## src/rtl/adc_bus_pkg.sv

```systemverilog
package adc_bus_pkg;
  typedef enum logic {
    PS_IDLE = 1'b0,
    PS_CONV = 1'b1
  } port_state_t;
endpackage

```

## src/rtl/adc_strobe_sync.sv

```systemverilog
module adc_strobe_sync #(
  parameter int W      = 3,
  parameter int STAGES = 2
) (
  input  logic         clk,
  input  logic         rst_n,
  input  logic [W-1:0] async_in,
  input  logic [W-1:0] rst_val,
  output logic [W-1:0] sync_out
);
  logic [W-1:0] stage_q [STAGES];

  genvar gi;
  generate
    for (gi = 0; gi < STAGES; gi++) begin : g_stage
      if (gi == 0) begin : g_first
        always_ff @(posedge clk or negedge rst_n)
          if (!rst_n) stage_q[gi] <= rst_val;
          else        stage_q[gi] <= async_in;
      end else begin : g_next
        always_ff @(posedge clk or negedge rst_n)
          if (!rst_n) stage_q[gi] <= rst_val;
          else        stage_q[gi] <= stage_q[gi-1];
      end
    end
  endgenerate

  assign sync_out = stage_q[STAGES-1];
endmodule

```

## src/rtl/adc_start_ctl.sv

```systemverilog
module adc_start_ctl
  import adc_bus_pkg::*;
(
  input  logic clk,
  input  logic rst_n,
  input  logic sel_s,
  input  logic hb_s,
  input  logic conv_done,
  output logic conv_start,
  output logic busy_n,
  output logic load_en
);
  port_state_t state_q, state_d;
  logic        sel_q;
  logic        start_evt;

  always_ff @(posedge clk or negedge rst_n)
    if (!rst_n) sel_q <= 1'b0;
    else        sel_q <= sel_s;

  assign start_evt = sel_s && !sel_q && !hb_s && (state_q == PS_IDLE);
  assign load_en   = conv_done && (state_q == PS_CONV);

  always_comb begin
    state_d = state_q;
    case (state_q)
      PS_IDLE: if (start_evt) state_d = PS_CONV;
      PS_CONV: if (conv_done) state_d = PS_IDLE;
      default: state_d = PS_IDLE;
    endcase
  end

  always_ff @(posedge clk or negedge rst_n)
    if (!rst_n) begin
      state_q    <= PS_IDLE;
      conv_start <= 1'b0;
      busy_n     <= 1'b1;
    end else begin
      state_q    <= state_d;
      conv_start <= start_evt;
      busy_n     <= (state_d == PS_IDLE);
    end

  AST_START_ONE_CYCLE: assert property (@(posedge clk) disable iff (!rst_n)
    conv_start |=> !conv_start) else $error("start pulse too long");
  AST_START_WITH_BUSY: assert property (@(posedge clk) disable iff (!rst_n)
    conv_start |-> !busy_n) else $error("start without busy");
  AST_NO_START_WHILE_BUSY: assert property (@(posedge clk) disable iff (!rst_n)
    (!busy_n && !conv_done) |=> !conv_start) else $error("start while busy");
  AST_NO_START_HBYTE: assert property (@(posedge clk) disable iff (!rst_n)
    hb_s |=> !conv_start) else $error("start on high byte read");
endmodule

```

## src/rtl/adc_out_mux.sv

```systemverilog
module adc_out_mux #(
  parameter int RES_W  = 12,
  parameter int BYTE_W = 8
) (
  input  logic             clk,
  input  logic             rst_n,
  input  logic             load_en,
  input  logic [RES_W-1:0] new_result,
  input  logic             sel_s,
  input  logic             hb_s,
  output logic [RES_W-1:0] held,
  output logic [RES_W-1:0] data_out,
  output logic             data_oe
);
  localparam int NIB_W = RES_W - BYTE_W;

  logic [BYTE_W-1:0] low_lines;

  always_ff @(posedge clk or negedge rst_n)
    if (!rst_n)       held <= '0;
    else if (load_en) held <= new_result;

  always_comb begin
    if (hb_s) low_lines = {{(BYTE_W-NIB_W){1'b0}}, held[RES_W-1:BYTE_W]};
    else      low_lines = held[BYTE_W-1:0];
  end

  assign data_oe  = sel_s;
  assign data_out = sel_s ? {held[RES_W-1:BYTE_W], low_lines} : '0;

  AST_BUS_RELEASED: assert property (@(posedge clk) disable iff (!rst_n)
    !data_oe |-> (data_out == '0)) else $error("bus driven while off");
  AST_HELD_QUIET: assert property (@(posedge clk) disable iff (!rst_n)
    !load_en |=> $stable(held)) else $error("held result moved");
endmodule

```

## src/rtl/adc_bus_port.sv

```systemverilog
module adc_bus_port #(
  parameter int RES_W       = 12,
  parameter int BYTE_W      = 8,
  parameter int SYNC_STAGES = 2
) (
  input  logic             clk,
  input  logic             rst_n,
  input  logic             cs_n,
  input  logic             rd_n,
  input  logic             hbyte,
  input  logic             conv_done,
  input  logic [RES_W-1:0] conv_result,
  output logic             conv_start,
  output logic             busy_n,
  output logic [RES_W-1:0] data_out,
  output logic             data_oe
);
  logic [2:0]       strobe_s;
  logic             sel_s, hb_s, load_en;
  logic [RES_W-1:0] held;

  adc_strobe_sync #(.W(3), .STAGES(SYNC_STAGES)) u_sync (
    .clk(clk), .rst_n(rst_n),
    .async_in({hbyte, rd_n, cs_n}),
    .rst_val(3'b011),
    .sync_out(strobe_s)
  );

  assign sel_s = !strobe_s[0] && !strobe_s[1];
  assign hb_s  = strobe_s[2];

  adc_start_ctl u_ctl (
    .clk(clk), .rst_n(rst_n), .sel_s(sel_s), .hb_s(hb_s),
    .conv_done(conv_done), .conv_start(conv_start),
    .busy_n(busy_n), .load_en(load_en)
  );

  adc_out_mux #(.RES_W(RES_W), .BYTE_W(BYTE_W)) u_mux (
    .clk(clk), .rst_n(rst_n), .load_en(load_en), .new_result(conv_result),
    .sel_s(sel_s), .hb_s(hb_s), .held(held),
    .data_out(data_out), .data_oe(data_oe)
  );

  AST_LATCH_BEFORE_BUSY: assert property (@(posedge clk) disable iff (!rst_n)
    $rose(busy_n) |-> (held == $past(conv_result))) else $error("busy rose early");
  AST_TOP_NIBBLE: assert property (@(posedge clk) disable iff (!rst_n)
    data_oe |-> (data_out[RES_W-1:BYTE_W] == held[RES_W-1:BYTE_W])) else $error("upper lines wrong");
endmodule

```

## config.mk

```make
export PLATFORM = sky130hd
export DESIGN_NAME = adc_bus_port
export DESIGN_NICKNAME = d
export VERILOG_FILES = /design/src/rtl/adc_bus_pkg.sv /design/src/rtl/adc_strobe_sync.sv /design/src/rtl/adc_start_ctl.sv /design/src/rtl/adc_out_mux.sv /design/src/rtl/adc_bus_port.sv
export SDC_FILE = /design/constraint.sdc
export NUM_CORES = 1
export LEC_CHECK = 0
export ABC_AREA = 0
export BUFFER_PORTS_ARGS = -buffer_cell sky130_fd_sc_hd__buf_4
export CAP_MARGIN = 0
export CORE_UTILIZATION = 47
export DETAILED_ROUTE_END_ITERATION = 7
export GPL_TIMING_DRIVEN = 0
export PLACE_DENSITY = 0.87
export SLEW_MARGIN = 20
export SYNTH_ARGS = -nofsm -noshare
export SYNTH_HDL_FRONTEND = slang
export SYNTH_SLANG_ARGS = --single-unit
```

## constraint.sdc

```tcl
create_clock -name clk -period 1.4 [get_ports clk]
set_input_delay 0.28 -clock clk [delete_from_list [all_inputs] [get_ports clk]]
set_output_delay 0.28 -clock clk [all_outputs]
set_load 0.1 [all_outputs]
```

==> results of run 1 <==
==> final timing paths <==
check,slack [ps],depth (start not counted),end,start
max,-400,3,data_out[5],u_sync.sync_out[1]$_DFF_PN1_
min,60,1,u_sync.stage_q[3]$_DFF_PN1_,cs_n
max reg2reg,110,4,u_ctl.state_q$_DFF_PN0_,u_sync.sync_out[0]$_DFF_PN1_
min reg2reg,370,0,u_sync.sync_out[1]$_DFF_PN1_,u_sync.stage_q[4]$_DFF_PN1_
max in group asynchronous,730,2,u_sync.stage_q[4]$_DFF_PN1_,rst_n
min in group asynchronous,390,2,u_mux.held[9]$_DFFE_PN0P_,rst_n
==> worst register-to-register path, cell delays in order, from the launching register on <==
cell,delay [ps]
dfstp_4,690
nor3_4,80
buf_4,130
buf_4,120
a22o_2,190
==> power breakdown <==
| group | switching (mW) | internal [mW] | total, mW |
|---|---|---|---|
| logic | 0.417 | 0.362 | 0.779 |
| clock network | 0.199 | 0.289 | 0.488 |
| registers | 0.103 | 0.759 | 0.861 |
| total | 0.720 | 1.41 | 2.13 |
==> stage by stage <==
step	hold slack (ps)	total power [mW]	utilization	setup WS [ps]	instance area, um^2
after global routing	38.92	2.198	0.8814	-467.4	1572
after CTS	56.81	2.087	0.8709	-395.5	1553
after floorplan	-15.59	1.351	-	-324.7	996.0
after global placement	176.3	1.473	0.7109	-133.5	1267
after detailed placement	179.5	1.495	0.7109	-183.4	1267
final	63.93	2.129	0.8814	-396.8	1572
==> placed cells by master, fill, tap and decap left out <==
| master | instances |
|---|---|
| a22o_2 | 1 |
| a22oi_1 | 1 |
| and2_1 | 1 |
| and2_4 | 8 |
| buf_12 | 13 |
| buf_4 | 25 |
| buf_6 | 4 |
| bufinv_16 | 1 |
| clkbuf_4 | 3 |
| dfrtp_1 | 17 |
| dfstp_2 | 3 |
| dfstp_4 | 2 |
| dlygate4sd3_1 | 1 |
| inv_1 | 1 |
| mux2_2 | 2 |
| mux2_4 | 10 |
| mux2i_1 | 2 |
| mux2i_2 | 2 |
| nand2_2 | 1 |
| nor2_1 | 1 |
| nor2_4 | 1 |
| nor3_4 | 5 |
==> sequential cells by signal (all words and copies together), names as in the netlist <==
register,cells
u_mux.held,12
u_sync.sync_out,3
u_ctl.sel_q,1
u_ctl.state_q,1
u_sync.stage_q,3
u_ctl.busy_n,1
u_ctl.conv_start,1
==> layout make-up <==
cell class,count,area (um^2)
Sequential cell,22,564.3
Timing Repair Buffer,41,480.5
Multi-Input combinational cell,35,416.7
Fill cell,75,211.5
Tap cell,25,31.28
Clock inverter,1,30.03
Clock buffer,3,22.52
Buffer,2,22.52
Inverter,1,3.754
==> timing repair <==
item / 4_1_cts / 5_1_grt
hold endpoints to repair: 17 / 0
endpoints found under the setup margin: 14 / 13
hold buffers: 1 / 0
gates resized for setup: 43 / 1
gates cloned: 0 / 0
pin swaps: 7 / 2
buffers inserted: 6 / 2
==> kinds of logic (layout without fill, tap and decap cells) <==
group / Yosys count / in the layout / share of synthesized area
flip-flops: 22 / 22 / 0.6096
multiplexers: 16 / 16 / 0.2329
AND/OR/NAND/NOR: 17 / 17 / 0.1164
AO/OA/AOI/OAI: 2 / 2 / 0.01918
buffers and inverters: 3 / 48 / 0.02191
==> per-layer routing <==
layer	wire, um	GRT usage	part of all wire
met1	967	0.3368	0.40
met2	1300	0.4563	0.54
met3	86	0.04314	0.036
met4	64	0.1000	0.026
met5	0	0	0
==> flow_summary_export.csv, run 1 <==
group,metric,value,unit
outcome,status,"finished with violations",
outcome,violations,"negative setup slack",
detailed_routing,drt-total-wl,2418,um
pwr,peakVddDrop,1193,uV
synthesis,synth_cells,60,
timing,setup_violations,13,
worst_setup_path,crit_path_end_kind,"primary output",
timing,min_period,1797,ps
clock_tree,tritoncts,"yes",
die,io_pins,33,
timing,max_freq,556.5,MHz
synthesis,ys_seq_area_frac,0.6096,
cells_and_area,fin_nets,124,
pwr,powerDensity,1355,mW/mm^2
synthesis,synth_largest_area_cell,"dfrtp_1",
detailed_routing,ant_nets,0,
die,rows,15,
timing,drv_slew,0,
detailed_routing,drtIter0Drc,13,
die,core-area,0.001783,mm^2
clock_tree,clockBufferDepth,2,
synthesis,ys_types,15,
detailed_routing,via_count,659,
worst_setup_path,crit_required,1120,ps
worst_setup_path,cpPeakStageDelay,520,ps
worst_setup_path,cp_slowest_cell,"dfstp_4",
global_routing,antenna_found_initial,0,
synthesis,synth-main-ff-cell,"dfrtp_1",
die,initial_core_util,0.5123,
synthesis,async_flop_share,1.000,
synthesis,ys_top_cells_by_area,"dfrtp_1, mux2_4, dfstp_2",
synthesis,yosysTopAreaCellShare,0.4658,
detailed_routing,first_pass_iters,4,
die,die_x,46.09,um
worst_hold_path,hold_path_class,"in -> reg",
clock_tree,numCtsBuffers,3,
synthesis,synth_area,913.4,um^2
worst_setup_path,path_cells,"nor3_4 -> and2_4 -> buf_12",
timing,fin_skew,8.133,ps
clock_tree,htreeDepth,1,
worst_setup_path,arrival,1520,ps
cells_and_area,instances_no_fill,130,
timing,grt_setup_unrepaired,"true",
clock_tree,clkSinkCount,22,
placed_design,place_hpwl,1324,um
timing,worst_slew_pin_slew,264.1,ps
synthesis,synth_most_common_cell,"dfrtp_1",
clock_tree,root_buffer,"clkbuf_4",
die,die-height,46.09,um
worst_setup_path,cp.buffers_inverters,1,
detailed_routing,drc,0,
pwr,p_leak,0.7456,nW
synthesis,synth_edf_count,0,
placed_design,port_buffers,32,
synthesis,yosysWarnings,0,
synthesis,syn_nets,78,
worst_setup_path,crit_fanout,6,
placed_design,routabilityCongestion,0.7861,
worst_setup_path,start_kind,"flip-flop",
synthesis,synthTopCellsByCount,"dfrtp_1, mux2_4, and2_1",
die,dieArea,0.002124,mm^2
cells_and_area,drive_gt1_frac,0.7714,
cells_and_area,antenna_cells,0,
global_routing,overflow,0,
global_routing,grt_max_degree,23,
cells_and_area,area_growth,72.06,%
synthesis,syn_avg_cell_area,15.22,um^2
global_routing,grt_pass1_wl,3712,um
worst_setup_path,path_class,"reg -> out",
timing,setup_tns,-3914,ps
global_routing,grt_pass1_vias,720,
timing,relSlewSlack,0.8189,
placed_design,place_inst,117,
clock_tree,clkTransAtPathRegs,130,ps
clock_tree,clkLatencyLatePin,300,ps
synthesis,ys_seq_elements,22,
global_routing,globalRouteTotalUtil,0.2664,
job,maxCapViolations,0,
detailed_routing,wire_per_inst,18.60,um
timing,timing.final.ws_setup,-396.8,ps
worst_setup_path,crit_family,"simple AND/OR/NAND/NOR gates",
timing,min_period_over_period,1.283,
timing,finalHoldViolCount,0,
detailed_routing,vias_per_cell,5.069,
(Power assumes the default switching activity.)
==> inputs of run 2 (changes only) <==
--- a/config.mk
+++ b/config.mk
@@ -8,10 +8,9 @@
 export ABC_AREA = 0
 export BUFFER_PORTS_ARGS = -buffer_cell sky130_fd_sc_hd__buf_4
 export CAP_MARGIN = 0
-export CORE_UTILIZATION = 47
+export CORE_UTILIZATION = 40
 export DETAILED_ROUTE_END_ITERATION = 7
-export GPL_TIMING_DRIVEN = 0
-export PLACE_DENSITY = 0.87
+export PLACE_DENSITY = 0.78
 export SLEW_MARGIN = 20
 export SYNTH_ARGS = -nofsm -noshare
 export SYNTH_HDL_FRONTEND = slang
==> flow_summary_export.csv, run 2 (same netlist as run 1, synthesis figures left out) <==
group,metric,value,unit
outcome,status,"finished with violations",
worst_setup_path,cp_slowest_cell,"dfrtp_1",
timing,setup_violations,13,
die,die_x,49.79,um
cells_and_area,fin_nets,125,
die,core-area,0.002062,mm^2
timing,relSlewSlack,0.8311,
clock_tree,numCtsBuffers,3,
die,rows,16,
cells_and_area,fin_util,0.7506,
clock_tree,root_buffer,"clkbuf_4",
cells_and_area,largest_register_ffs,12,
die,io_pins,33,
global_routing,overflow,0,
cells_and_area,layout_commonest_cell,"buf_4",
worst_setup_path,arrival,1430,ps
timing,finalHoldViolCount,0,
cells_and_area,nFillCells,128,
pwr,power,1.908,mW
detailed_routing,drtIter0Drc,2,
timing,grt_setup_unrepaired,"true",
pwr,p_leak,0.7308,nW
placed_design,pre_cts_ws,-83.71,ps
worst_setup_path,crit_required,1120,ps
timing,worst_slew_pin_slew,246.3,ps
timing,max_freq,586.1,MHz
placed_design,routabilityCongestion,0.7056,
detailed_routing,drt-total-wl,1852,um
global_routing,grt_pass1_wl,3291,um
pwr,peakVddDrop,819.8,uV
clock_tree,clkTransAtPathRegs,100,ps
cells_and_area,drive_gt1_frac,0.7736,
cells_and_area,layout_common_cells,"buf_4, dfrtp_1, buf_12",
detailed_routing,drc,0,
placed_design,place_hpwl,1263,um
worst_setup_path,crit_family,"flip-flops",
worst_setup_path,cp.buffers_inverters,2,
detailed_routing,wire_per_inst,13.92,um
detailed_routing,first_pass_iters,2,
global_routing,antenna_found_initial,0,
worst_setup_path,crit_fanout,3,
timing,setup_tns,-3136,ps
cells_and_area,area_growth,69.45,%
worst_setup_path,path_class,"reg -> out",
worst_setup_path,crit_path_end_kind,"primary output",
clock_tree,clkSinkCount,22,
global_routing,grt_pass1_vias,704,
timing,min_period_over_period,1.219,
clock_tree,clockBufferDepth,2,
detailed_routing,vias_per_cell,4.737,
cells_and_area,regMostFlops,"u_mux.held",
worst_hold_path,hold_path_class,"in -> reg",
worst_setup_path,cpPeakStageDelay,440,ps
global_routing,grt_max_degree,23,
die,initial_core_util,0.4430,
timing,drv_slew,0,
clock_tree,tritoncts,"yes",
worst_setup_path,start_kind,"flip-flop",
global_routing,globalRouteTotalUtil,0.1838,
timing,timing.final.ws_setup,-306.3,ps
outcome,violations,"negative setup slack",
clock_tree,clkLatencyLatePin,310,ps
detailed_routing,ant_nets,0,
clock_tree,htreeDepth,1,
worst_setup_path,path_cells,"buf_4 -> mux2i_2 -> nor3_4 -> buf_12",
cells_and_area,antenna_cells,0,
timing,min_period,1706,ps
die,dieArea,0.002479,mm^2
detailed_routing,via_count,630,
die,die-height,49.79,um
placed_design,port_buffers,32,
job,maxCapViolations,0,
timing,fin_skew,16.81,ps
pwr,powerDensity,1233,mW/mm^2
-- run 2: changes by cell type in the layout (fill, tap and decap cells not counted), sizes merged --
cell / change
buf: +1
bufinv: -1
clkbuf: +1
-- run 2: timing repair --
item,4_1_cts,5_1_grt
resized for setup,41,3
pin swaps,9,4
hold endpoints to repair,17,0
hold buffers,1,0
setup endpoints to repair,14,13
setup buffers,0,1
-- run 2: report_power, final --
group          switching (mW)  internal (mW)
Sequential             0.0923          0.757
Combinational           0.397          0.364
Clock                   0.186          0.111
Total                   0.675           1.23
-- run 2: metal layers --
layer | share of wire | vias to the layer above | GRT usage | wire length (um)
met5 | 0 | - | 0 | 0
met4 | 0.012 | 0 | 0.05714 | 23
met3 | 0.055 | 2 | 0.07407 | 102
met2 | 0.51 | 21 | 0.3041 | 949
met1 | 0.42 | 312 | 0.2169 | 776
li1 | - | 295 | - | -
-- run 2: metrics by stage --
| stage | area, um^2 | hold slack, ps | cells |
|---|---|---|---|
| floorplan | 996.0 | -15.59 | 60 |
| global placement | 1323 | 178.2 | 127 |
| detailed placement | 1323 | 180.7 | 127 |
| CTS | 1529 | 62.47 | 132 |
| global route | 1548 | 51.22 | 133 |
| finish | 1548 | 78.47 | 133 |
-- run 2: path summary, 6_finish.rpt --
| check | depth (start not counted) | to | slack [ps] | startpoint |
|---|---|---|---|---|
| max | 4 | data_out[1] | -310 | u_sync.sync_out[2]$_DFF_PN0_ |
| min | 1 | u_sync.stage_q[4]$_DFF_PN1_ | 80 | rd_n |
| max reg2reg | 3 | u_mux.held[0]$_DFFE_PN0P_ | 230 | u_ctl.state_q$_DFF_PN0_ |
| min reg2reg | 0 | u_sync.sync_out[1]$_DFF_PN1_ | 360 | u_sync.stage_q[4]$_DFF_PN1_ |
| max in group asynchronous | 2 | u_sync.stage_q[3]$_DFF_PN1_ | 740 | rst_n |
| min in group asynchronous | 2 | u_ctl.conv_start$_DFF_PN0_ | 370 | rst_n |
-- run 2: cell type report --
| class | instances | area (um^2) | share of cell area |
|---|---|---|---|
| Multi-Input combinational cell | 35 | 420.4 | 0.2716 |
| Tap cell | 27 | 33.78 | 0.02183 |
| Clock buffer | 4 | 26.28 | 0.01698 |
| Inverter | 1 | 3.754 | 0.002425 |
| Timing Repair Buffer | 44 | 506.7 | 0.3274 |
| Sequential cell | 22 | 556.8 | 0.3597 |
-- run 2: worst reg2reg max path, stage by stage (launching register included) --
cell and delay [ps]:
dfrtp_1 440, nand2_2 90, buf_4 180, mux2_2 340
==> inputs of run 3 (changes only) <==
--- a/config.mk
+++ b/config.mk
@@ -8,9 +8,9 @@
 export ABC_AREA = 0
 export BUFFER_PORTS_ARGS = -buffer_cell sky130_fd_sc_hd__buf_4
 export CAP_MARGIN = 0
-export CORE_UTILIZATION = 40
+export CORE_UTILIZATION = 47
 export DETAILED_ROUTE_END_ITERATION = 7
-export PLACE_DENSITY = 0.78
+export PLACE_DENSITY = 0.75
 export SLEW_MARGIN = 20
 export SYNTH_ARGS = -nofsm -noshare
 export SYNTH_HDL_FRONTEND = slang
==> flow_summary_export.csv, run 3 (same netlist as run 1, synthesis figures left out) <==
group,metric,value,unit
timing,hold_slack,53.48,ps
timing,grt_setup_unrepaired,"true",
placed_design,port_buffers,32,
detailed_routing,via_count,616,
global_routing,overflow,0,
detailed_routing,ant_nets,0,
detailed_routing,drtIter0Drc,5,
clock_tree,htreeDepth,1,
detailed_routing,drt-total-wl,2022,um
placed_design,place_inst,120,
clock_tree,clkLatencyLatePin,320,ps
timing,timing.final.ws_setup,-348.2,ps
global_routing,grt_pass1_wl,2842,um
timing,setup_violations,13,
die,io_pins,33,
clock_tree,clockBufferDepth,2,
worst_setup_path,crit_path_end_kind,"primary output",
worst_setup_path,r2r_slack,120,ps
pwr,peakVddDrop,1324,uV
cells_and_area,fin_nets,122,
global_routing,antenna_found_initial,0,
cells_and_area,layout_common_cells,"buf_4, dfrtp_1, buf_12",
placed_design,pre_cts_ws,-100.6,ps
cells_and_area,regMostFlops,"u_mux.held",
cells_and_area,area_growth,68.90,%
clock_tree,numCtsBuffers,3,
timing,min_period_over_period,1.249,
die,dieArea,0.002124,mm^2
global_routing,grt_max_degree,23,
worst_setup_path,crit_required,1120,ps
worst_setup_path,endpoint,"data_out[1]",
detailed_routing,wire_per_inst,15.80,um
timing,drv_slew,0,
die,die-height,46.09,um
pwr,powerDensity,1281,mW/mm^2
cells_and_area,instances_no_fill,128,
die,core-area,0.001783,mm^2
worst_setup_path,rr_worst_depth,2,
worst_setup_path,start_kind,"flip-flop",
timing,max_freq,572.0,MHz
worst_setup_path,crit_fanout,4,
clock_tree,tritoncts,"yes",
cells_and_area,antenna_cells,0,
timing,fin_skew,9.807,ps
timing,finalHoldViolCount,0,
job,maxCapViolations,0,
pwr,power,1.977,mW
clock_tree,root_buffer,"clkbuf_4",
timing,relSlewSlack,0.7330,
cells_and_area,nFillCells,81,
worst_setup_path,path_class,"reg -> out",
detailed_routing,drc,0,
worst_setup_path,critPathLaunch,"u_sync.sync_out[2]$_DFF_PN0_",
die,die_x,46.09,um
placed_design,routabilityCongestion,0.7186,
detailed_routing,first_pass_iters,3,
worst_setup_path,r2r-start,"u_ctl.state_q$_DFF_PN0_",
global_routing,grt_pass1_vias,595,
worst_hold_path,hold_path_class,"in -> reg",
worst_setup_path,r2r_end,"u_mux.held[0]$_DFFE_PN0P_",
die,rows,15,
outcome,status,"finished with violations",
cells_and_area,largest_register_ffs,12,
pwr,p_leak,0.7262,nW
cells_and_area,layout_commonest_cell,"buf_4",
die,initial_core_util,0.5123,
cells_and_area,drive_gt1_frac,0.7864,
outcome,violations,"negative setup slack",
clock_tree,clkTransAtPathRegs,130,ps
global_routing,globalRouteTotalUtil,0.2053,
timing,worst_slew_pin_slew,399.2,ps
clock_tree,clkSinkCount,22,
detailed_routing,vias_per_cell,4.813,
timing,min_period,1748,ps
placed_design,place_hpwl,1215,um
worst_setup_path,arrival,1470,ps
## run 3: cell types whose count changed in the layout (fill, tap and decap cells not counted), sizes merged
cell  previous run  this run
buf             43        40
## run 3: timing repair
item | in CTS | in global routing
endpoints found under the hold margin | 17 | 0
buffers inserted | 2 | 1
gates resized for setup | 40 | 4
hold buffers | 1 | 0
pin swaps | 7 | 2
setup endpoints to repair | 14 | 13
## run 3: final cells by class
type | count | area (um^2) | area share
Clock buffer | 4 | 36.28 | 0.02352
Inverter | 1 | 3.754 | 0.002433
Multi-Input combinational cell | 35 | 420.4 | 0.2725
Sequential cell | 22 | 558.0 | 0.3617
Tap cell | 25 | 31.28 | 0.02028
Timing Repair Buffer | 41 | 493.0 | 0.3195
## run 3: worst min path at each step
stage	slack, ps	depth (start not counted)	startpoint	endpoint
2_1_floorplan	-20	0	rst_n	u_ctl.conv_start$_DFF_PN0_
3_3_place_gp	180	1	rst_n	u_mux.held[11]$_DFFE_PN0P_
3_5_place_dp	180	1	rst_n	u_mux.held[11]$_DFFE_PN0P_
4_1_cts	60	1	hbyte	u_sync.stage_q[5]$_DFF_PN0_
5_1_grt	40	1	hbyte	u_sync.stage_q[5]$_DFF_PN0_
6_report	50	1	hbyte	u_sync.stage_q[5]$_DFF_PN0_
## run 3: where the power goes
group	internal [mW]	total [mW]	switching [mW]
logic	0.363	0.765	0.402
clock network	0.159	0.366	0.207
registers	0.757	0.846	0.0884
total	1.28	1.98	0.698
## run 3: per-layer routing
metal | wire, um | vias to the layer above | global-route usage
met1 | 846 | 300 | 0.2637
li1 | - | 292 | -
met5 | 0 | - | 0
met2 | 1043 | 18 | 0.3099
met3 | 93 | 6 | 0.07059
met4 | 39 | 0 | 0.1000
## run 3: through the flow
stage	TNS [ps]	util	area [um^2]
2_1_floorplan	-2542	-	996.0
3_3_place_gp	-378.1	0.7263	1295
3_5_place_dp	-565.1	0.7263	1295
4_1_cts	-3608	0.8540	1523
5_1_grt	-4331	0.8653	1543
6_report	-3680	0.8653	1543
## run 3: critical path, cell delays in order (launching register included)
cell     delay [ps]
dfrtp_2         470
buf_12          150
mux2i_2         150
nor3_4          180
buf_12          200
